**config.mk**
```make
export PLATFORM = sky130hd
export DESIGN_NAME = fxmac
export DESIGN_NICKNAME = d
export VERILOG_FILES = /design/src/rtl/fxmac_pkg.sv /design/src/rtl/fxmac_loop_cnt.sv /design/src/rtl/fxmac_mul_stage.sv /design/src/rtl/fxmac_acc_stage.sv /design/src/rtl/fxmac.sv
export SDC_FILE = /design/constraint.sdc
export NUM_CORES = 1
export LEC_CHECK = 0
export BUFFER_PORTS_ARGS = -buffer_cell sky130_fd_sc_hd__clkbuf_2
export CAP_MARGIN = 20
export CORE_UTILIZATION = 30
export CTS_CLUSTER_SIZE = 14
export DETAILED_ROUTE_END_ITERATION = 10
export PLACE_DENSITY = 0.5
export SETUP_SLACK_MARGIN = 0.4
export SKIP_CTS_REPAIR_TIMING = 1
export SYNTH_ARGS = -nofsm -noshare
export SYNTH_HDL_FRONTEND = slang
export SYNTH_SLANG_ARGS = --single-unit
```
**constraint.sdc**
```tcl
create_clock -name clk -period 17.7 [get_ports clk]
set_input_delay 0.885 -clock clk [delete_from_list [all_inputs] [get_ports clk]]
set_output_delay 0.885 -clock clk [all_outputs]
set_load 0.01 [all_outputs]
```
**src/rtl/fxmac_pkg.sv**
```systemverilog
package fxmac_pkg;

  // Per-sample control bundle carried with the operands into the multiply stage.
  typedef struct packed {
    logic sgn;    // two's-complement operands
    logic q15;    // fractional format: double the product
    logic neg;    // negate the product
    logic accum;  // add to accumulator (0: load)
    logic rnd;    // round the result word
  } mac_ctl_t;

endpackage

```
**src/rtl/fxmac_loop_cnt.sv**
```systemverilog
module fxmac_loop_cnt #(
  parameter int CNT_W = 8
) (
  input  logic             clk,
  input  logic             rst_n,
  input  logic             step,
  input  logic [CNT_W-1:0] len,
  output logic             last,
  output logic [CNT_W-1:0] cnt_q
);

  // Zero in the count register means "no loop in progress": the next step
  // starts a loop of length len (zero wraps to 2^CNT_W naturally).
  logic [CNT_W-1:0] eff;

  always_comb begin
    eff  = (cnt_q == '0) ? len : cnt_q;
    last = step && (eff == CNT_W'(1));
  end

  always_ff @(posedge clk) begin
    if (!rst_n) begin
      cnt_q <= '0;
    end else if (step) begin
      cnt_q <= last ? '0 : eff - CNT_W'(1);
    end
  end

endmodule

```
**src/rtl/fxmac_mul_stage.sv**
```systemverilog
module fxmac_mul_stage
  import fxmac_pkg::*;
#(
  parameter int OP_W  = 16,
  parameter int ACC_W = 40
) (
  input  logic             clk,
  input  logic             rst_n,
  input  logic             in_valid,
  input  logic [OP_W-1:0]  a,
  input  logic [OP_W-1:0]  b,
  input  mac_ctl_t         ctl,
  input  logic             last_in,
  output logic             s1_valid,
  output logic [ACC_W-1:0] s1_prod,
  output logic             s1_accum,
  output logic             s1_rnd,
  output logic             s1_sgn,
  output logic             s1_last
);

  localparam int EXT_W = ACC_W - OP_W;

  // Extend both operands to the accumulator width (sign or zero), multiply,
  // keep the low ACC_W bits, then apply format shift and negation.
  function automatic logic [ACC_W-1:0] form_product(
    input logic [OP_W-1:0] x,
    input logic [OP_W-1:0] y,
    input mac_ctl_t        c
  );
    logic [ACC_W-1:0] xe;
    logic [ACC_W-1:0] ye;
    logic [ACC_W-1:0] p;
    xe = {{EXT_W{c.sgn & x[OP_W-1]}}, x};
    ye = {{EXT_W{c.sgn & y[OP_W-1]}}, y};
    p  = xe * ye;
    if (c.q15) p = p << 1;
    if (c.neg) p = '0 - p;
    return p;
  endfunction

  always_ff @(posedge clk) begin
    if (!rst_n) begin
      s1_valid <= 1'b0;
      s1_prod  <= '0;
      s1_accum <= 1'b0;
      s1_rnd   <= 1'b0;
      s1_sgn   <= 1'b0;
      s1_last  <= 1'b0;
    end else begin
      s1_valid <= in_valid;
      s1_last  <= in_valid & last_in;
      if (in_valid) begin
        s1_prod  <= form_product(a, b, ctl);
        s1_accum <= ctl.accum;
        s1_rnd   <= ctl.rnd;
        s1_sgn   <= ctl.sgn;
      end
    end
  end

endmodule

```
**src/rtl/fxmac_acc_stage.sv**
```systemverilog
module fxmac_acc_stage #(
  parameter int OP_W  = 16,
  parameter int ACC_W = 40
) (
  input  logic             clk,
  input  logic             rst_n,
  input  logic             s1_valid,
  input  logic [ACC_W-1:0] s1_prod,
  input  logic             s1_accum,
  input  logic             s1_rnd,
  input  logic             s1_sgn,
  input  logic             s1_last,
  output logic [ACC_W-1:0] acc_q,
  output logic             out_valid,
  output logic [OP_W-1:0]  out_res,
  output logic             out_sat,
  output logic             out_last,
  output logic             sat_hit
);

  localparam int WIN_W = 2 * OP_W;            // product window width
  localparam int TOP_W = ACC_W - WIN_W + 2;   // guard bits plus window sign

  // Round (add half of a result LSB) in ACC_W+1 bits, then clip to the
  // 2*OP_W window and take its upper OP_W bits. Returns {sat, word}.
  function automatic logic [OP_W:0] round_sat(
    input logic [ACC_W-1:0] v,
    input logic             rnd,
    input logic             sgn
  );
    logic [ACC_W:0]   r;
    logic [ACC_W:0]   half;
    logic [TOP_W-1:0] top;
    half           = '0;
    half[OP_W-1]   = rnd;
    r              = {v[ACC_W-1], v} + half;
    top            = r[ACC_W:WIN_W-1];
    if (sgn) begin
      if ((&top) || !(|top)) return {1'b0, r[WIN_W-1:OP_W]};
      else if (r[ACC_W])     return {1'b1, 1'b1, {(OP_W-1){1'b0}}};
      else                   return {1'b1, 1'b0, {(OP_W-1){1'b1}}};
    end else begin
      if (r[ACC_W])                  return {1'b1, {OP_W{1'b0}}};
      else if (|r[ACC_W-1:WIN_W])    return {1'b1, {OP_W{1'b1}}};
      else                           return {1'b0, r[WIN_W-1:OP_W]};
    end
  endfunction

  logic [ACC_W-1:0] acc_next;
  logic [OP_W:0]    rs;

  always_comb begin
    acc_next = s1_accum ? (acc_q + s1_prod) : s1_prod;
    rs       = round_sat(acc_next, s1_rnd, s1_sgn);
    sat_hit  = s1_valid & rs[OP_W];
  end

  always_ff @(posedge clk) begin
    if (!rst_n) begin
      acc_q     <= '0;
      out_valid <= 1'b0;
      out_res   <= '0;
      out_sat   <= 1'b0;
      out_last  <= 1'b0;
    end else begin
      out_valid <= s1_valid;
      out_last  <= s1_valid & s1_last;
      if (s1_valid) begin
        acc_q   <= acc_next;
        out_res <= rs[OP_W-1:0];
        out_sat <= rs[OP_W];
      end
    end
  end

endmodule

```
**src/rtl/fxmac.sv**
```systemverilog
module fxmac
  import fxmac_pkg::*;
#(
  parameter int OP_W  = 16,
  parameter int ACC_W = 40,
  parameter int CNT_W = 8
) (
  input  logic             clk,
  input  logic             rst_n,
  input  logic             in_valid,
  input  logic [OP_W-1:0]  in_a,
  input  logic [OP_W-1:0]  in_b,
  input  logic             in_signed,
  input  logic             in_q15,
  input  logic             in_neg,
  input  logic             in_accum,
  input  logic             in_round,
  input  logic [CNT_W-1:0] loop_len,
  output logic             out_valid,
  output logic [ACC_W-1:0] out_acc,
  output logic [OP_W-1:0]  out_res,
  output logic             out_sat,
  output logic             out_last
);

  mac_ctl_t         in_ctl;
  logic             loop_last;
  logic [CNT_W-1:0] loop_cnt;
  logic             s1_valid;
  logic [ACC_W-1:0] s1_prod;
  logic             s1_accum;
  logic             s1_rnd;
  logic             s1_sgn;
  logic             s1_last;
  logic             sat_hit;

  always_comb begin
    in_ctl.sgn   = in_signed;
    in_ctl.q15   = in_q15;
    in_ctl.neg   = in_neg;
    in_ctl.accum = in_accum;
    in_ctl.rnd   = in_round;
  end

  fxmac_loop_cnt #(.CNT_W(CNT_W)) u_loop (
    .clk   (clk),
    .rst_n (rst_n),
    .step  (in_valid),
    .len   (loop_len),
    .last  (loop_last),
    .cnt_q (loop_cnt)
  );

  fxmac_mul_stage #(.OP_W(OP_W), .ACC_W(ACC_W)) u_mul (
    .clk      (clk),
    .rst_n    (rst_n),
    .in_valid (in_valid),
    .a        (in_a),
    .b        (in_b),
    .ctl      (in_ctl),
    .last_in  (loop_last),
    .s1_valid (s1_valid),
    .s1_prod  (s1_prod),
    .s1_accum (s1_accum),
    .s1_rnd   (s1_rnd),
    .s1_sgn   (s1_sgn),
    .s1_last  (s1_last)
  );

  fxmac_acc_stage #(.OP_W(OP_W), .ACC_W(ACC_W)) u_acc (
    .clk       (clk),
    .rst_n     (rst_n),
    .s1_valid  (s1_valid),
    .s1_prod   (s1_prod),
    .s1_accum  (s1_accum),
    .s1_rnd    (s1_rnd),
    .s1_sgn    (s1_sgn),
    .s1_last   (s1_last),
    .acc_q     (out_acc),
    .out_valid (out_valid),
    .out_res   (out_res),
    .out_sat   (out_sat),
    .out_last  (out_last),
    .sat_hit   (sat_hit)
  );

endmodule

```
; ---- Word level (Yosys, flattened, before mapping)
; Cells that the tools add are included.
[word_totals]
regBits = 112
latchBits = 0
ram_bits = 0
rom_bits = 0
in_bits = 48
output_inout_bits = 59
memories = 0
[op_classes]
addsub = 4
multipliers = 1
div_mod_pow = 0
order_cmp = 0
eq_ne = 1
shift = 0
n_mux = 12
n_bitwise = 4
n_reduce_logical = 7
[ops]
columns = op, n
row1 = 40-bit two-way mux, 5
row2 = 17-bit two-way mux, 4
row3 = 40-bit by 17-bit adder with 41-bit output, 1
row4 = 40-bit adder, 1
row5 = "1-bit by 40-bit subtractor with 40-bit output, first input constant", 1
row6 = 17-bit by 17-bit multiplier with 34-bit output, 1
row7 = 16-bit two-way mux, 1
row8 = 8-bit two-way mux, 2
row9 = 10-bit AND reduction, 1
row10 = 10-bit OR reduction, 1
row11 = "8-bit by 1-bit equality test with 1-bit output, second input constant", 1
row12 = 8-bit logical NOT, 1
row13 = 8-bit OR reduction, 1
row14 = "8-bit by 1-bit subtractor with 8-bit output, second input constant", 1
row15 = 1-bit AND, 4
row16 = 1-bit logical AND, 1
row17 = 1-bit logical NOT, 1
row18 = 1-bit logical OR, 1

; ---- Longest topological paths before layout
[depth]
word_depth = 8
depth_mapped = 32
depth_no_buf = 30

; ---- By module
; Synthesis repeated with hierarchy kept, for this count alone.
[hier_totals]
cells_unflattened = 2642
hier_area_um2 = 21576.9
[by_module_without_submodules]
columns = module, n_inst, cells_per_inst, area_each_um2
row1 = fxmac_mul_stage, 1, 1735, 14901.8
row2 = fxmac_acc_stage, 1, 824, 6037.0
row3 = fxmac_loop_cnt, 1, 83, 638.1

; ---- Worst setup path after synthesis
; OpenSTA, ideal clock, no wires.
[synth_path]
path_kind = input -> register
start = input port in_b[9]
end = register u_mul.s1_prod[31]
setup_time_ps = 128
arrival_time_ps = 8192
required_time_ps = 17572
setup_slack_ps = 9380
cell_stages = 28
n_path_buf = 2
cell_sequence = clkbuf_1 > clkbuf_1 > nand2_1 > fa_1 > inv_1 > fa_1 > inv_1 > fa_1 > inv_1 > fa_1 > fa_1 > inv_1 > fa_1 > inv_1 > ha_1 > a211oi_1 > nand2_1 > a311o_1 > a31oi_2 > o21ai_1 > xnor2_1 > and2_1 > or4_1 > or4_1 > o31ai_1 > xor2_1 > mux2i_1 > nor2_1
[synth_between]
elab_chain_cells = 6
[synth_lines]
columns = element, line
row1 = "start, declared", fxmac.sv:12  ; input logic [OP_W-1:0] in_b,
row2 = 17-bit by 17-bit multiplier with 34-bit output *, fxmac_mul_stage.sv:36  ; p = xe * ye;
row3 = 40-bit two-way mux *, fxmac_mul_stage.sv:37  ; if (c.q15) p = p << 1;
row4 = 40-bit two-way mux *, fxmac_mul_stage.sv:53  ; if (in_valid) begin
row5 = 40-bit two-way mux *, fxmac_mul_stage.sv:43  ; if (!rst_n) begin
row6 = 1-bit by 40-bit subtractor with 40-bit output, fxmac_mul_stage.sv:38  ; if (c.neg) p = '0 - p;
row7 = 40-bit two-way mux *, fxmac_mul_stage.sv:38
row8 = "end signal, assigned", fxmac_mul_stage.sv:54  ; s1_prod <= form_product(a, b, ctl);
row9 = "end, declared", fxmac_mul_stage.sv:15  ; output logic [ACC_W-1:0] s1_prod,
; Every way passes the cells marked *; elsewhere a longest branch is shown, timed or not. The select of a mux whose other input is x is not followed.
; A chain may end at the register's enable or synchronous reset.

; ---- Worst setup path in the final report
[layout_path]
start = input port in_b[15]
end = register u_mul.s1_prod[31]
[layout_between]
elab_chain_cells = 7
[layout_lines]
columns = element, line
row1 = 1-bit AND, fxmac_mul_stage.sv:35  ; ye = {{EXT_W{c.sgn & y[OP_W-1]}}, y};
row2 = 17-bit by 17-bit multiplier with 34-bit output *, fxmac_mul_stage.sv:36
row3 = 40-bit two-way mux *, fxmac_mul_stage.sv:37
row4 = 40-bit two-way mux *, fxmac_mul_stage.sv:53
row5 = 40-bit two-way mux *, fxmac_mul_stage.sv:43
row6 = 1-bit by 40-bit subtractor with 40-bit output, fxmac_mul_stage.sv:38
row7 = 40-bit two-way mux *, fxmac_mul_stage.sv:38
; Marked as above.

==> qor.txt <==
reg2reg path depth: 19
skew final: 0.00757 ns
CTS tree: built
area of the die: 69400 um^2
RSZ-0062 raised after global routing: no
clk buf depth: 2
Worst setup EP type: flop
final setup TNS: 0 ns
Die Ht: 264 um
commonest non-fill, non-tap cell in the layout: inv_1
Yosys reg bits: 112
Peak Freq: 0.112 GHz
drt first pass iters: 5
Worst Hold Class: reg2reg
Clock Tree Root: clkbuf_16
period utilisation layout: 0.503
final WL: 57.4 mm
CP arrival: 9.23 ns
first-pass GRT wire length: 95.9 mm
number of flops mapped to enable cells by yosys: 0
starting density of the core: 0.304
Hold Path Depth: 1
Mapped Nets: 2985
max-slew violations: 0
headroom to the max-slew limit: 0.361
Post-synth ARST share: 0
Syn. warnings: 0
pin count of the biggest net entering global routing: 71
gr ovfl total: 0
Final Wtd Congestion: 0.863
register area share after synthesis: 0.109
Core Region: 67400 um^2
Inserted Clock Buffers: 9
# clock sinks: 112
Setup violations, final: 0
1st-iter DRT viols: 1222
Yosys cell types: 100
post-layout min period: 8.91 ns
post-DR wirelength/cell: 16.9 um
Worst Setup Path Type: in2reg
Layout Nets: 2982
worst skew pair latency: 0.38 ns
status: completed
actual slew at the worst max-slew pin: 0.952 ns
row count: 95
Top FF cell, synth: dfxtp_1
Residual DRC: 0
crit path launch type: input pin
Post-DRT Antenna Nets: 0
mean cell area of the mapped netlist: 8.17 um^2
via count: 17100
initial antenna violation count: 0
share of layout cells above drive strength 1: 0.0788
Final HPWL DP: 47.1 mm
drt via density: 5.06
# diodes: 0
I/O Pins: 107
Die Wd: 264 um
commonest cells after routing, fill and taps aside: inv_1, fa_1, nand2_1
Post-Synthesis Cells: 2512
Final Hold Viols: 0
max cap viols: 0
number of global-route vias before repair: 17600
Crit Path Max Fanout: 18
htree depth: 3
worst path required time: 18.02 ns
clock transition at the registers of the reported paths: 0.08 ns
GR Util All Layers: 0.168
Buffers on Ports: 106
Area Growth Syn to Fin: 7.15%
Mapped Area: 20500 um^2
stage by stage:
stage / util / worst slack (ns) / instances / instance area (um^2) / hold WS (ns)
after CTS: 0.326 / 8.78 / 3387 / 22000 / 0.479
after global routing: 0.326 / 8.25 / 3387 / 22000 / 0.494
final: 0.326 / 8.79 / 3387 / 22000 / 0.470
after detailed placement: 0.322 / 8.39 / 3371 / 21700 / 0.466
after global placement: 0.322 / 8.57 / 3371 / 21700 / 0.446
after floorplan: - / 9.38 / 2512 / 20500 / 0.437
sequential cells by signal, indices dropped and copies added (netlist names):
| signal | cells |
|---|---|
| u_acc.acc_q | 40 |
| u_mul.s1_prod | 40 |
| u_acc.out_res | 16 |
| u_loop.cnt_q | 8 |
| u_acc.out_last | 1 |
| u_acc.out_sat | 1 |
| u_acc.out_valid | 1 |
| u_mul.s1_accum | 1 |
| u_mul.s1_last | 1 |
| u_mul.s1_rnd | 1 |
| u_mul.s1_sgn | 1 |
| u_mul.s1_valid | 1 |
area by class of cell:
class	instances	area [um^2]
fill	7100	45400
timing repair buffer	113	583
multi-input combinational	1920	16400
clock inverter	3	22.5
inverter	353	1330
sequential	112	2240
clock buffer	13	270
tap	873	1090
cells by family (layout without fill, tap and decap cells):
group / after synthesis / count (layout) / share of synthesized area
multiplexers: 54 / 54 / 0.0265
buffers and inverters: 480 / 482 / 0.0892
adder cells (fa/ha/maj): 425 / 425 / 0.368
AND/OR/NAND/NOR: 856 / 856 / 0.203
flip-flops: 112 / 112 / 0.109
AO/OA/AOI/OAI: 491 / 491 / 0.164
XOR/XNOR: 94 / 94 / 0.0401
final timing paths:
path	start	endpoint	slack, ns
hold reg to reg	u_mul.s1_last	u_acc.out_last	0.47
setup / recovery	in_b[15]	u_mul.s1_prod[31]	8.79
hold / removal	u_mul.s1_last	u_acc.out_last	0.47
setup reg to reg	u_acc.acc_q[0]	u_acc.out_res[10]	12.26
cell usage after synthesis, drive strengths merged, types with 5 or more instances:
library cell | count | area [um^2]
a211o | 5 | 43.8
a211oi | 57 | 468
a21boi | 6 | 48.8
a21o | 33 | 256
a21oi | 137 | 697
a221oi | 5 | 43.8
a311oi | 6 | 65.1
a31oi | 17 | 113
a32oi | 5 | 43.8
and2 | 138 | 863
and3 | 19 | 119
and4 | 5 | 43.8
buf | 23 | 114
clkbuf | 104 | 390
dfxtp | 112 | 2240
fa | 297 | 5950
ha | 128 | 1600
inv | 351 | 1320
mux2i | 52 | 521
nand2 | 274 | 1030
nand2b | 22 | 138
nand3 | 32 | 160
nand3b | 5 | 37.5
nand4 | 27 | 181
nor2 | 206 | 776
nor2b | 14 | 87.6
nor3 | 45 | 230
nor4 | 8 | 56.3
o2111ai | 6 | 58.8
o211ai | 25 | 198
o21a | 19 | 150
o21ai | 98 | 502
o21bai | 13 | 97.6
o311ai | 5 | 43.8
o31ai | 6 | 45.0
or2 | 22 | 138
or3 | 15 | 93.8
or4 | 5 | 41.3
xnor2 | 55 | 482
xor2 | 39 | 342
critical path, cell delays in order:
cell,delay [ns]
clkbuf_2,0.27
nand2_1,0.46
or2_2,0.46
fa_1,0.51
fa_1,0.56
inv_1,0.06
fa_1,0.50
fa_1,0.53
fa_1,0.55
inv_1,0.05
fa_1,0.52
inv_1,0.04
ha_1,0.36
a21o_1,0.25
a31oi_1,0.24
o21bai_1,0.17
a31oi_2,0.36
o21ai_1,0.12
xnor2_1,0.20
and2_1,0.21
or4_1,0.57
or4_1,0.65
o31ai_1,0.32
xor2_1,0.19
mux2i_1,0.09
nor2_1,0.10
metal layers:
metal	routed length (um)	GRT usage	up-vias
met5	0	0	-
met4	839	0.0375	0
met3	2100	0.0132	46
met2	26300	0.278	339
met1	28200	0.238	8457
li1	-	-	8288
Power is left out: the tool's default activity adds up to more than one toggle a clock period on the data nets, which glitch-free logic cannot reach.
